File: src/rtl/swseq_pkg.sv
package swseq_pkg;

    typedef enum logic [2:0] {
        ST_IDLE = 3'd0,
        ST_INIT = 3'd1,
        ST_CMD  = 3'd2,
        ST_DATA = 3'd3,
        ST_DONE = 3'd4
    } seq_state_t;

    typedef enum logic [1:0] {
        SLOT_WR0 = 2'b00,
        SLOT_WR1 = 2'b01,
        SLOT_RD  = 2'b10
    } slot_kind_t;

    localparam int unsigned CMD_LEN    = 8;
    localparam int unsigned CMD_IDX_W  = 3;
    localparam int unsigned OPF_LEN    = 5;
    localparam int unsigned SEL_LEN    = 2;

    // Command byte, bit 0 sent first: start flag, target select, operation field
    function automatic logic [CMD_LEN-1:0] make_cmd(input logic is_write);
        logic [OPF_LEN-1:0] opf;
        opf = is_write ? {OPF_LEN{1'b1}} : {OPF_LEN{1'b0}};
        return {opf, {SEL_LEN{1'b0}}, 1'b1};
    endfunction

endpackage

File: src/rtl/swseq_phase_cnt.sv
module swseq_phase_cnt #(
    parameter int unsigned CNT_W = 9
) (
    input  logic             clk,
    input  logic             rst_n,
    input  logic             clr,
    input  logic             inc,
    output logic [CNT_W-1:0] cnt
);

    logic [CNT_W-1:0] cnt_q;

    always_ff @(posedge clk or negedge rst_n) begin
        if (!rst_n) begin
            cnt_q <= '0;
        end else if (clr) begin
            cnt_q <= '0;
        end else if (inc) begin
            cnt_q <= cnt_q + 1'b1;
        end
    end

    assign cnt = cnt_q;


    cnt_no_wrap_chk: assert property (@(posedge clk) disable iff (!rst_n)
        (inc && !clr) |=> (cnt_q != '0));

endmodule

File: src/rtl/swseq_cmd_gen.sv
module swseq_cmd_gen
    import swseq_pkg::*;
(
    input  logic                 is_write,
    input  logic [CMD_IDX_W-1:0] idx,
    output logic                 cmd_bit
);

    logic [CMD_LEN-1:0] cmd_byte;

    always_comb begin
        cmd_byte = make_cmd(is_write);
        cmd_bit  = cmd_byte[idx];
    end

endmodule

File: src/rtl/swseq_rd_capture.sv
module swseq_rd_capture #(
    parameter int unsigned DW = 256,
    parameter int unsigned IW = $clog2(DW)
) (
    input  logic          clk,
    input  logic          rst_n,
    input  logic          wen,
    input  logic [IW-1:0] idx,
    input  logic          bit_in,
    output logic [DW-1:0] rd_q
);

    for (genvar b = 0; b < DW; b++) begin : g_bit
        always_ff @(posedge clk or negedge rst_n) begin
            if (!rst_n) begin
                rd_q[b] <= 1'b0;
            end else if (wen && (idx == IW'(b))) begin
                rd_q[b] <= bit_in;
            end
        end
    end


    rd_hold_chk: assert property (@(posedge clk) disable iff (!rst_n)
        !wen |=> $stable(rd_q));

endmodule

File: src/rtl/sw_txn_sequencer.sv
module sw_txn_sequencer
    import swseq_pkg::*;
#(
    parameter int unsigned INIT_SLOTS = 264,
    parameter int unsigned DATA_SLOTS = 256,
    parameter int unsigned CNT_W      = 9
) (
    input  logic                  clk,
    input  logic                  rst_n,
    input  logic                  req_valid,
    input  logic                  req_write,
    input  logic [DATA_SLOTS-1:0] req_wdata,
    output logic                  busy,
    output logic                  txn_done,
    output logic [DATA_SLOTS-1:0] rd_data,
    output logic                  slot_req,
    output logic [1:0]            slot_kind,
    input  logic                  slot_done,
    input  logic                  slot_rbit
);

    localparam int unsigned DIDX_W   = $clog2(DATA_SLOTS);
    localparam logic [CNT_W-1:0] INIT_LAST = CNT_W'(INIT_SLOTS - 1);
    localparam logic [CNT_W-1:0] CMD_LAST  = CNT_W'(CMD_LEN - 1);
    localparam logic [CNT_W-1:0] DATA_LAST = CNT_W'(DATA_SLOTS - 1);

    seq_state_t            state_q, state_d;
    logic [CNT_W-1:0]      cnt;
    logic                  accept;
    logic                  slot_fire;
    logic                  phase_last;
    logic                  cnt_clr;
    logic                  cnt_inc;
    logic                  dir_wr_q;
    logic [DATA_SLOTS-1:0] wbuf_q;
    logic                  cmd_bit;
    logic                  rd_wen;
    slot_kind_t            kind;

    assign accept    = req_valid && (state_q == ST_IDLE);
    assign slot_fire = slot_req && slot_done;

    // Last slot of the current phase
    always_comb begin
        unique case (state_q)
            ST_INIT: phase_last = (cnt == INIT_LAST);
            ST_CMD:  phase_last = (cnt == CMD_LAST);
            ST_DATA: phase_last = (cnt == DATA_LAST);
            default: phase_last = 1'b0;
        endcase
    end

    // Next-state logic
    always_comb begin
        state_d = state_q;
        unique case (state_q)
            ST_IDLE: if (accept)                   state_d = ST_INIT;
            ST_INIT: if (slot_fire && phase_last)  state_d = ST_CMD;
            ST_CMD:  if (slot_fire && phase_last)  state_d = ST_DATA;
            ST_DATA: if (slot_fire && phase_last)  state_d = ST_DONE;
            ST_DONE:                               state_d = ST_IDLE;
            default:                               state_d = ST_IDLE;
        endcase
    end

    // State register
    always_ff @(posedge clk or negedge rst_n) begin
        if (!rst_n) begin
            state_q <= ST_IDLE;
        end else begin
            state_q <= state_d;
        end
    end

    // Request capture
    always_ff @(posedge clk or negedge rst_n) begin
        if (!rst_n) begin
            dir_wr_q <= 1'b0;
            wbuf_q   <= '0;
        end else if (accept) begin
            dir_wr_q <= req_write;
            wbuf_q   <= req_wdata;
        end
    end

    assign cnt_clr = accept || (slot_fire && phase_last);
    assign cnt_inc = slot_fire && !phase_last;

    swseq_phase_cnt #(
        .CNT_W (CNT_W)
    ) u_cnt (
        .clk   (clk),
        .rst_n (rst_n),
        .clr   (cnt_clr),
        .inc   (cnt_inc),
        .cnt   (cnt)
    );

    swseq_cmd_gen u_cmd (
        .is_write (dir_wr_q),
        .idx      (cnt[CMD_IDX_W-1:0]),
        .cmd_bit  (cmd_bit)
    );

    assign rd_wen = slot_fire && (state_q == ST_DATA) && !dir_wr_q;

    swseq_rd_capture #(
        .DW (DATA_SLOTS),
        .IW (DIDX_W)
    ) u_rd (
        .clk    (clk),
        .rst_n  (rst_n),
        .wen    (rd_wen),
        .idx    (cnt[DIDX_W-1:0]),
        .bit_in (slot_rbit),
        .rd_q   (rd_data)
    );

    // Outputs
    always_comb begin
        slot_req = 1'b0;
        kind     = SLOT_WR0;
        busy     = 1'b1;
        txn_done = 1'b0;
        unique case (state_q)
            ST_IDLE: begin
                busy = 1'b0;
            end
            ST_INIT: begin
                slot_req = 1'b1;
                kind     = SLOT_WR0;
            end
            ST_CMD: begin
                slot_req = 1'b1;
                kind     = cmd_bit ? SLOT_WR1 : SLOT_WR0;
            end
            ST_DATA: begin
                slot_req = 1'b1;
                if (dir_wr_q) begin
                    kind = wbuf_q[cnt[DIDX_W-1:0]] ? SLOT_WR1 : SLOT_WR0;
                end else begin
                    kind = SLOT_RD;
                end
            end
            ST_DONE: begin
                txn_done = 1'b1;
            end
            default: begin
                busy = 1'b0;
            end
        endcase
    end

    assign slot_kind = kind;


    accept_busy_chk: assert property (@(posedge clk) disable iff (!rst_n)
        (req_valid && !busy) |=> busy);


    init_first_wr0_chk: assert property (@(posedge clk) disable iff (!rst_n)
        $rose(busy) |-> (slot_req && (slot_kind == 2'b00)));


    slot_hold_chk: assert property (@(posedge clk) disable iff (!rst_n)
        (slot_req && !slot_done) |=> (slot_req && $stable(slot_kind)));


    done_after_slot_chk: assert property (@(posedge clk) disable iff (!rst_n)
        txn_done |-> ($past(slot_done) && !slot_req));


    done_pulse_chk: assert property (@(posedge clk) disable iff (!rst_n)
        txn_done |=> (!txn_done && !busy));

endmodule

File: config.mk
export PLATFORM = sky130hd
export DESIGN_NAME = sw_txn_sequencer
export DESIGN_NICKNAME = d
export VERILOG_FILES = /design/src/rtl/swseq_pkg.sv /design/src/rtl/swseq_phase_cnt.sv /design/src/rtl/swseq_cmd_gen.sv /design/src/rtl/swseq_rd_capture.sv /design/src/rtl/sw_txn_sequencer.sv
export SDC_FILE = /design/constraint.sdc
export NUM_CORES = 1
export LEC_CHECK = 0
export BUFFER_PORTS_ARGS = -buffer_cell sky130_fd_sc_hd__buf_2
export CORE_AREA = 2 2 202 204
export DETAILED_ROUTE_END_ITERATION = 8
export DIE_AREA = 0 0 204 206
export HOLD_SLACK_MARGIN = 0.15
export PLACE_DENSITY = 0.93
export RECOVER_POWER = 50
export SETUP_SLACK_MARGIN = 0.15
export SLEW_MARGIN = 30
export SYNTH_ARGS = -nofsm -noshare
export SYNTH_HDL_FRONTEND = slang
export SYNTH_SLANG_ARGS = --single-unit
File: constraint.sdc
create_clock -name clk -period 5.24 [get_ports clk]
set_input_delay 0.262 -clock clk [delete_from_list [all_inputs] [get_ports clk]]
set_output_delay 0.262 -clock clk [all_outputs]
set_load 0.1 [all_outputs]
# After elaboration in Yosys (flattened, before gate mapping)
# Cells that the tools add are included.
# totals
wordCells	820
reg_bits	525
out_inout_bits	261
# classes
n_eq_ne	266
order_cmp	2
n_reduce_logical	271
add_sub_neg	1
mux	20
# ops
op	count
== test 8 bit, second input constant	128
== test 8 x 7 -> 1 bit, second input constant	64
logical AND 1 bit	262
== test 8 x 6 -> 1 bit, second input constant	32
== test 8 x 5 -> 1 bit, second input constant	16
== test 8 x 4 -> 1 bit, second input constant	8
== test 8 x 3 -> 1 bit, second input constant	4
2-to-1 mux 9 bit	2
== test 8 x 2 -> 1 bit, second input constant	2
2-to-1 mux 3 bit	4
case mux 3 bit (4 select lines)	1
adder 9 x 1 -> 9 bit, second input constant	1
== test 9 x 3 -> 1 bit, second input constant	1
== test 9 x 8 -> 1 bit, second input constant	1
== test 9 bit, second input constant	1
less-than comparator 8 x 9 -> 1 bit, second input constant	1
binary-select mux 1 bit (select 8 bit)	1
== test 8 x 1 -> 1 bit, second input constant	1
logical NOT 8 bit	1
!= test 2 bit, second input constant	4
2-to-1 mux 1 bit	7
== test 3 x 2 -> 1 bit, second input constant	2
2-to-1 mux 5 bit	1
less-than comparator 3 x 4 -> 1 bit, second input constant	1
13 further kinds	14

# Logic depth before layout (Yosys ltp)
# logic_depth
word_depth	7
mapped_depth	9
ltp_nobuf	7

# Hierarchy
# A second synthesis with hierarchy kept.
# hier_totals
hier_cells	1750
hier_area_um2	24283.3
# by_module_without_submodules
module	seq_area_each_um2	cells_per_inst	n_inst	area_per_inst_um2
sw_txn_sequencer	6506.2	765	1	11946.5
swseq_rd_capture	6406.1	938	1	11857.6
swseq_phase_cnt	225.2	43	1	459.2
swseq_cmd_gen	0.0	4	1	20.0

# Least setup slack after synthesis
# OpenSTA, ideal clock, no wires.
# synth_path
kind	reg2reg
from	reg state_q[1]
to	reg u_rd.rd_q[14]
slack_ns	1.720
path_buffers	2
stages_incl_launch_ff	10
arrival_time_ns	3.395
cell_sequence	dfrtp_1 > clkbuf_1 > nand3b_1 > nor2_1 > nand2_1 > nor2_1 > nand2_1 > clkbuf_1 > nor2_1 > mux2_2
# synth_via
elab_chain_len	7
word_cells_on_any_way	9
# synth_lines
item	line	text
start, declared	sw_txn_sequencer.sv:27	seq_state_t state_q, state_d;
start signal, assigned	sw_txn_sequencer.sv:71	state_q <= state_d;
== test 3 x 2 -> 1 bit (tied with other cells)	sw_txn_sequencer.sv:105, sw_txn_sequencer.sv:125	
OR reduction 3 bit (no source line)	-	
2-to-1 mux 1 bit	sw_txn_sequencer.sv:125	unique case (state_q)
logical AND 1 bit	sw_txn_sequencer.sv:41	assign slot_fire = slot_req && slot_done;
logical AND 1 bit (*) (2 in a row)	sw_txn_sequencer.sv:105	assign rd_wen = slot_fire && (state_q == ST_DATA) && !dir_wr_q;
logical AND 1 bit (*)	swseq_rd_capture.sv:17	end else if (wen && (idx == IW'(b))) begin
end signal, assigned by index	swseq_rd_capture.sv:18	rd_q[b] <= bit_in;
end, declared	swseq_rd_capture.sv:10	output logic [DW-1:0] rd_q
# Every way passes the cells marked *; elsewhere a longest branch is shown, timed or not.
# A chain may end at the register's enable or synchronous reset.

# Final worst setup path
# layout_path
from	reg u_cnt.cnt_q[0] (netlist: u_cnt.cnt[0])
to	out slot_kind[0]
# layout_via
elab_chain_len	5
word_cells_on_any_way	8
# layout_lines
item	line	text
start, declared	swseq_phase_cnt.sv:11	logic [CNT_W-1:0] cnt_q;
start signal, assigned	swseq_phase_cnt.sv:19	cnt_q <= cnt_q + 1'b1;
binary-select mux 1 bit (select 8 bit)	sw_txn_sequencer.sv:140	kind = wbuf_q[cnt[DIDX_W-1:0]] ? SLOT_WR1 : SLOT_WR0;
2-to-1 mux 1 bit (implied by the code)	sw_txn_sequencer.sv:140	
2-to-1 mux 1 bit	sw_txn_sequencer.sv:140	
2-to-1 mux 2 bit	sw_txn_sequencer.sv:139	if (dir_wr_q) begin
case mux 2 bit (2 select lines) (*)	sw_txn_sequencer.sv:125	
end, declared	sw_txn_sequencer.sv:17	output logic [1:0] slot_kind,
# Every way passes the cells marked *; elsewhere a longest branch is shown, timed or not. The select of a mux whose other input is x is not followed.

==> reports/results.tsv <==
stage	metric	value	unit
place	hpwl	47100	um
timing	slew_headroom	-52.4	%
drt	wl_per_cell	27.7	um
timing	finalSetupTns	0	ns
pwr	clock_power_share	29.0	%
timing	finalClockSkew	0.0209	ns
pwr	p_seq_share	45.1	%
drt	ant_nets	0	
logic_synthesis	ys_async_sr_fraction	100	%
critical_path	rr_worst_depth	5	
pwr	internal_power	0.00896	W
grt	grt_use_total	38.6	%
min_path	worst_hold_path.num_cells	4	
cells_and_area	nFillCells	2402	
critical_path	slowest_delay	0.92	ns
drt	drc	0	
logic_synthesis	synthTopCellsByArea	dfrtp_1, mux2_2, mux4_2	
outcome	outcome	finished with violations	
critical_path	reg2reg_to	u_rd.rd_q[202]	
timing	rsz0062_at_grt	no	
clock_network	cts.sinks	525	
logic_synthesis	seq_area_frac_synth	57.6	%
pwr	peakVddDrop	303	uV
clock_network	post_cts_buffers	0	
place	portBuffers	522	
die	die_area	0.0420	mm^2
die	initial_core_util	56.8	%
clock_network	root_buffer	clkbuf_16	
critical_path	crit_chain	buf_4 > mux4_2 > a22oi_1 > a21oi_1 > or4_1 > a22oi_1 > a21oi_1 > o211a_1 > buf_2	
critical_path	crit_required	4.98	ns
logic_synthesis	synth_edf_count	0	
clock_network	cts_resized	0	
critical_path	cp_data_arrival_time	4.26	ns
timing	hold_viol	0	
clock_network	ctsHtreeMaxLevel	2	
critical_path	critPathLaunchType	flop	
min_path	holdPathEnd	u_cnt.cnt[2]	
grt	antenna_found_initial	3	
clock_network	cts_tree	done	
pwr	p_leak	13.8	nW
critical_path	crit_type	flop to output port	
critical_path	cp.buffers_inverters	2	
timing	slew_violations	274	
timing	min_period	4.52	ns
critical_path	r2r_slack	2.16	ns
drt	drt-pass1-iter-count	5	
min_path	hold_start	slot_done	
critical_path	critPathMaxFanout	40	
logic_synthesis	yosys.area.top_type	dfrtp_1	
cells_and_area	layout_commonest_cell	dfrtp_1	
critical_path	critPathSlowestCell	dfrtp_4	
critical_path	rr_startpoint	u_cnt.cnt[3]	
logic_synthesis	syn_nets	1921	
cells_and_area	final_cell_mix	dfrtp_1, mux2_2, nor2_1	
clock_network	clock_latency	0.59	ns
drt	detail_route.vias_per_cell	6.17	
grt	grt_max_degree	161	
clock_network	cts_buffers	52	
logic_synthesis	yosys_most_used_dff	dfrtp_1	
clock_network	clk_transition_reported_paths	0.06	ns
die	coreArea	0.0402	mm^2
flow_run	maxCapViolCount	5	
die	chipWidth	204	um
grt	gr-total-overflow	0	
die	std_cell_rows	74	
logic_synthesis	syn_area	0.0228	mm^2
place	gp_congestion	0.910	
pwr	p_sw_share	33.2	%
logic_synthesis	synth_cell_types	38	
grt	grt_pass1_vias	19300	
critical_path	cp-startpoint	u_cnt.cnt[0]	
clock_network	cts_max_path_buffers	3	
timing	tightest_slew	2.29	ns
cells_and_area	fin_util	74.3	%
logic_synthesis	ys_warn_count	0	
logic_synthesis	syn_inst	1655	
logic_synthesis	synth_top_area_share	57.6	%
cells_and_area	area_growth	30.8	%
pwr	power_switching	0.00445	W
timing	post-route-period-util	86.3	%
critical_path	critPathTopFamily	flip-flops	
logic_synthesis	ys_ff_latch	525	
critical_path	cp-end-kind	output port	
min_path	min_path_type	input port to flop	
pwr	comb_power_share	25.9	%
grt	grt_pass1_wl	120000	um
logic_synthesis	syn_area_per_cell	13.8	um^2
pwr	powerDensity	449	mW/mm^2
timing	fmax	221	MHz
drt	vias	18300	
cells_and_area	nets	2650	
drt	totalWireLength	82100	um
drt	drtIter0Drc	1732	
outcome	failed_checks	max-capacitance violations, max-slew violations	
die	die_y	206	um
cells_and_area	drive_gt1_share	39.5	%
die	top_level_ports	523	
timing	setup_viol	0	
==> power groups by stage <==
stage / Combinational [W] / Sequential, W / Clock [W]
4_1_cts: 0.00319 / 0.00590 / 0.00386
3_3_place_gp: 0.00287 / 0.00587 / 0
6_report: 0.00347 / 0.00605 / 0.00389
5_1_grt: 0.00361 / 0.00606 / 0.00406
2_1_floorplan: 0.00215 / 0.00568 / 0
3_5_place_dp: 0.00300 / 0.00596 / 0
==> cell families after synthesis <==
group,after synthesis,synth area share [%]
AO/OA/AOI/OAI,78,2.18
XOR/XNOR,2,0.0768
adder cells (fa/ha/maj),4,0.219
buffers and inverters,122,2.18
flip-flops,525,57.6
multiplexers,579,31.7
AND/OR/NAND/NOR,345,6.05
==> worst max path at each step <==
stage / end / depth (start not counted)
3_3_place_gp: slot_kind[0] / 9
3_5_place_dp: slot_kind[0] / 9
5_1_grt: u_cnt.cnt[1] / 4
2_1_floorplan: u_rd.rd_q[14] / 9
6_report: slot_kind[0] / 9
4_1_cts: slot_kind[0] / 9
==> worst min-delay path: stages <==
cell	delay, ns
buf_2	0.13
nor3b_1	0.17
nand2_1	0.08
o21ai_0	0.09
==> state kept, by name, indices dropped and copies added, names as in the netlist <==
signal	cells
u_cnt.cnt	9
dir_wr_q	1
u_rd.rd_q	256
state_q	3
wbuf_q	256
==> timing repair <==
item | CTS | global route
endpoints found under the setup margin | 0 | 0
hold buffers | 259 | 0
endpoints found under the hold margin | 377 | 0
==> per-stage QoR <==
step	cells	setup WS, ns	cell area, um^2	total power, W	hold WS, ns
2_1_floorplan	1655	1.72	22800	0.00783	-0.0336
3_3_place_gp	2601	1.40	25800	0.00874	0.402
3_5_place_dp	2601	1.36	25800	0.00896	0.410
4_1_cts	2955	0.681	30200	0.0130	0.155
5_1_grt	2960	0.396	29900	0.0137	0.215
6_report	2960	0.717	29900	0.0134	0.196
==> metal layers <==
layer	up-vias	wire length, um	track usage [%]
li1	7272	-	-
met1	9206	28000	45.4
met2	1372	39500	62.9
met3	412	8030	9.26
met4	0	6480	27.5
met5	-	0	0
==> synth_stat cells (2+ instances only) <==
master and instances:
a21oi_1 26, nor2b_1 4, buf_1 8, or4_1 4, mux2_2 515, buf_2 2, and3_1 3, ha_1 4
nand4_1 3, nand3b_1 2, nor2_1 273, inv_1 3, nor3_1 3, dfrtp_1 525, o21ai_0 11, mux4_2 64
buf_6 4, buf_4 2, clkbuf_1 103, nand3_1 2, or3_1 2, a22oi_1 34, nand2b_1 3, nand2_1 40
and2_1 2
==> area by class of cell <==
cell class | instances | area [um^2] | share of cell area [%]
diodes | 3 | 7.51 | 0.0251
clock buffers | 75 | 1580 | 5.29
clock inverters | 20 | 186 | 0.624
inverters | 3 | 11.3 | 0.0377
multi-input cells | 1008 | 9220 | 30.9
flip-flops and latches | 525 | 13100 | 44.0
well taps | 532 | 666 | 2.23
repair buffers | 794 | 5050 | 16.9
Note: power is estimated with default switching activity, not from simulation.
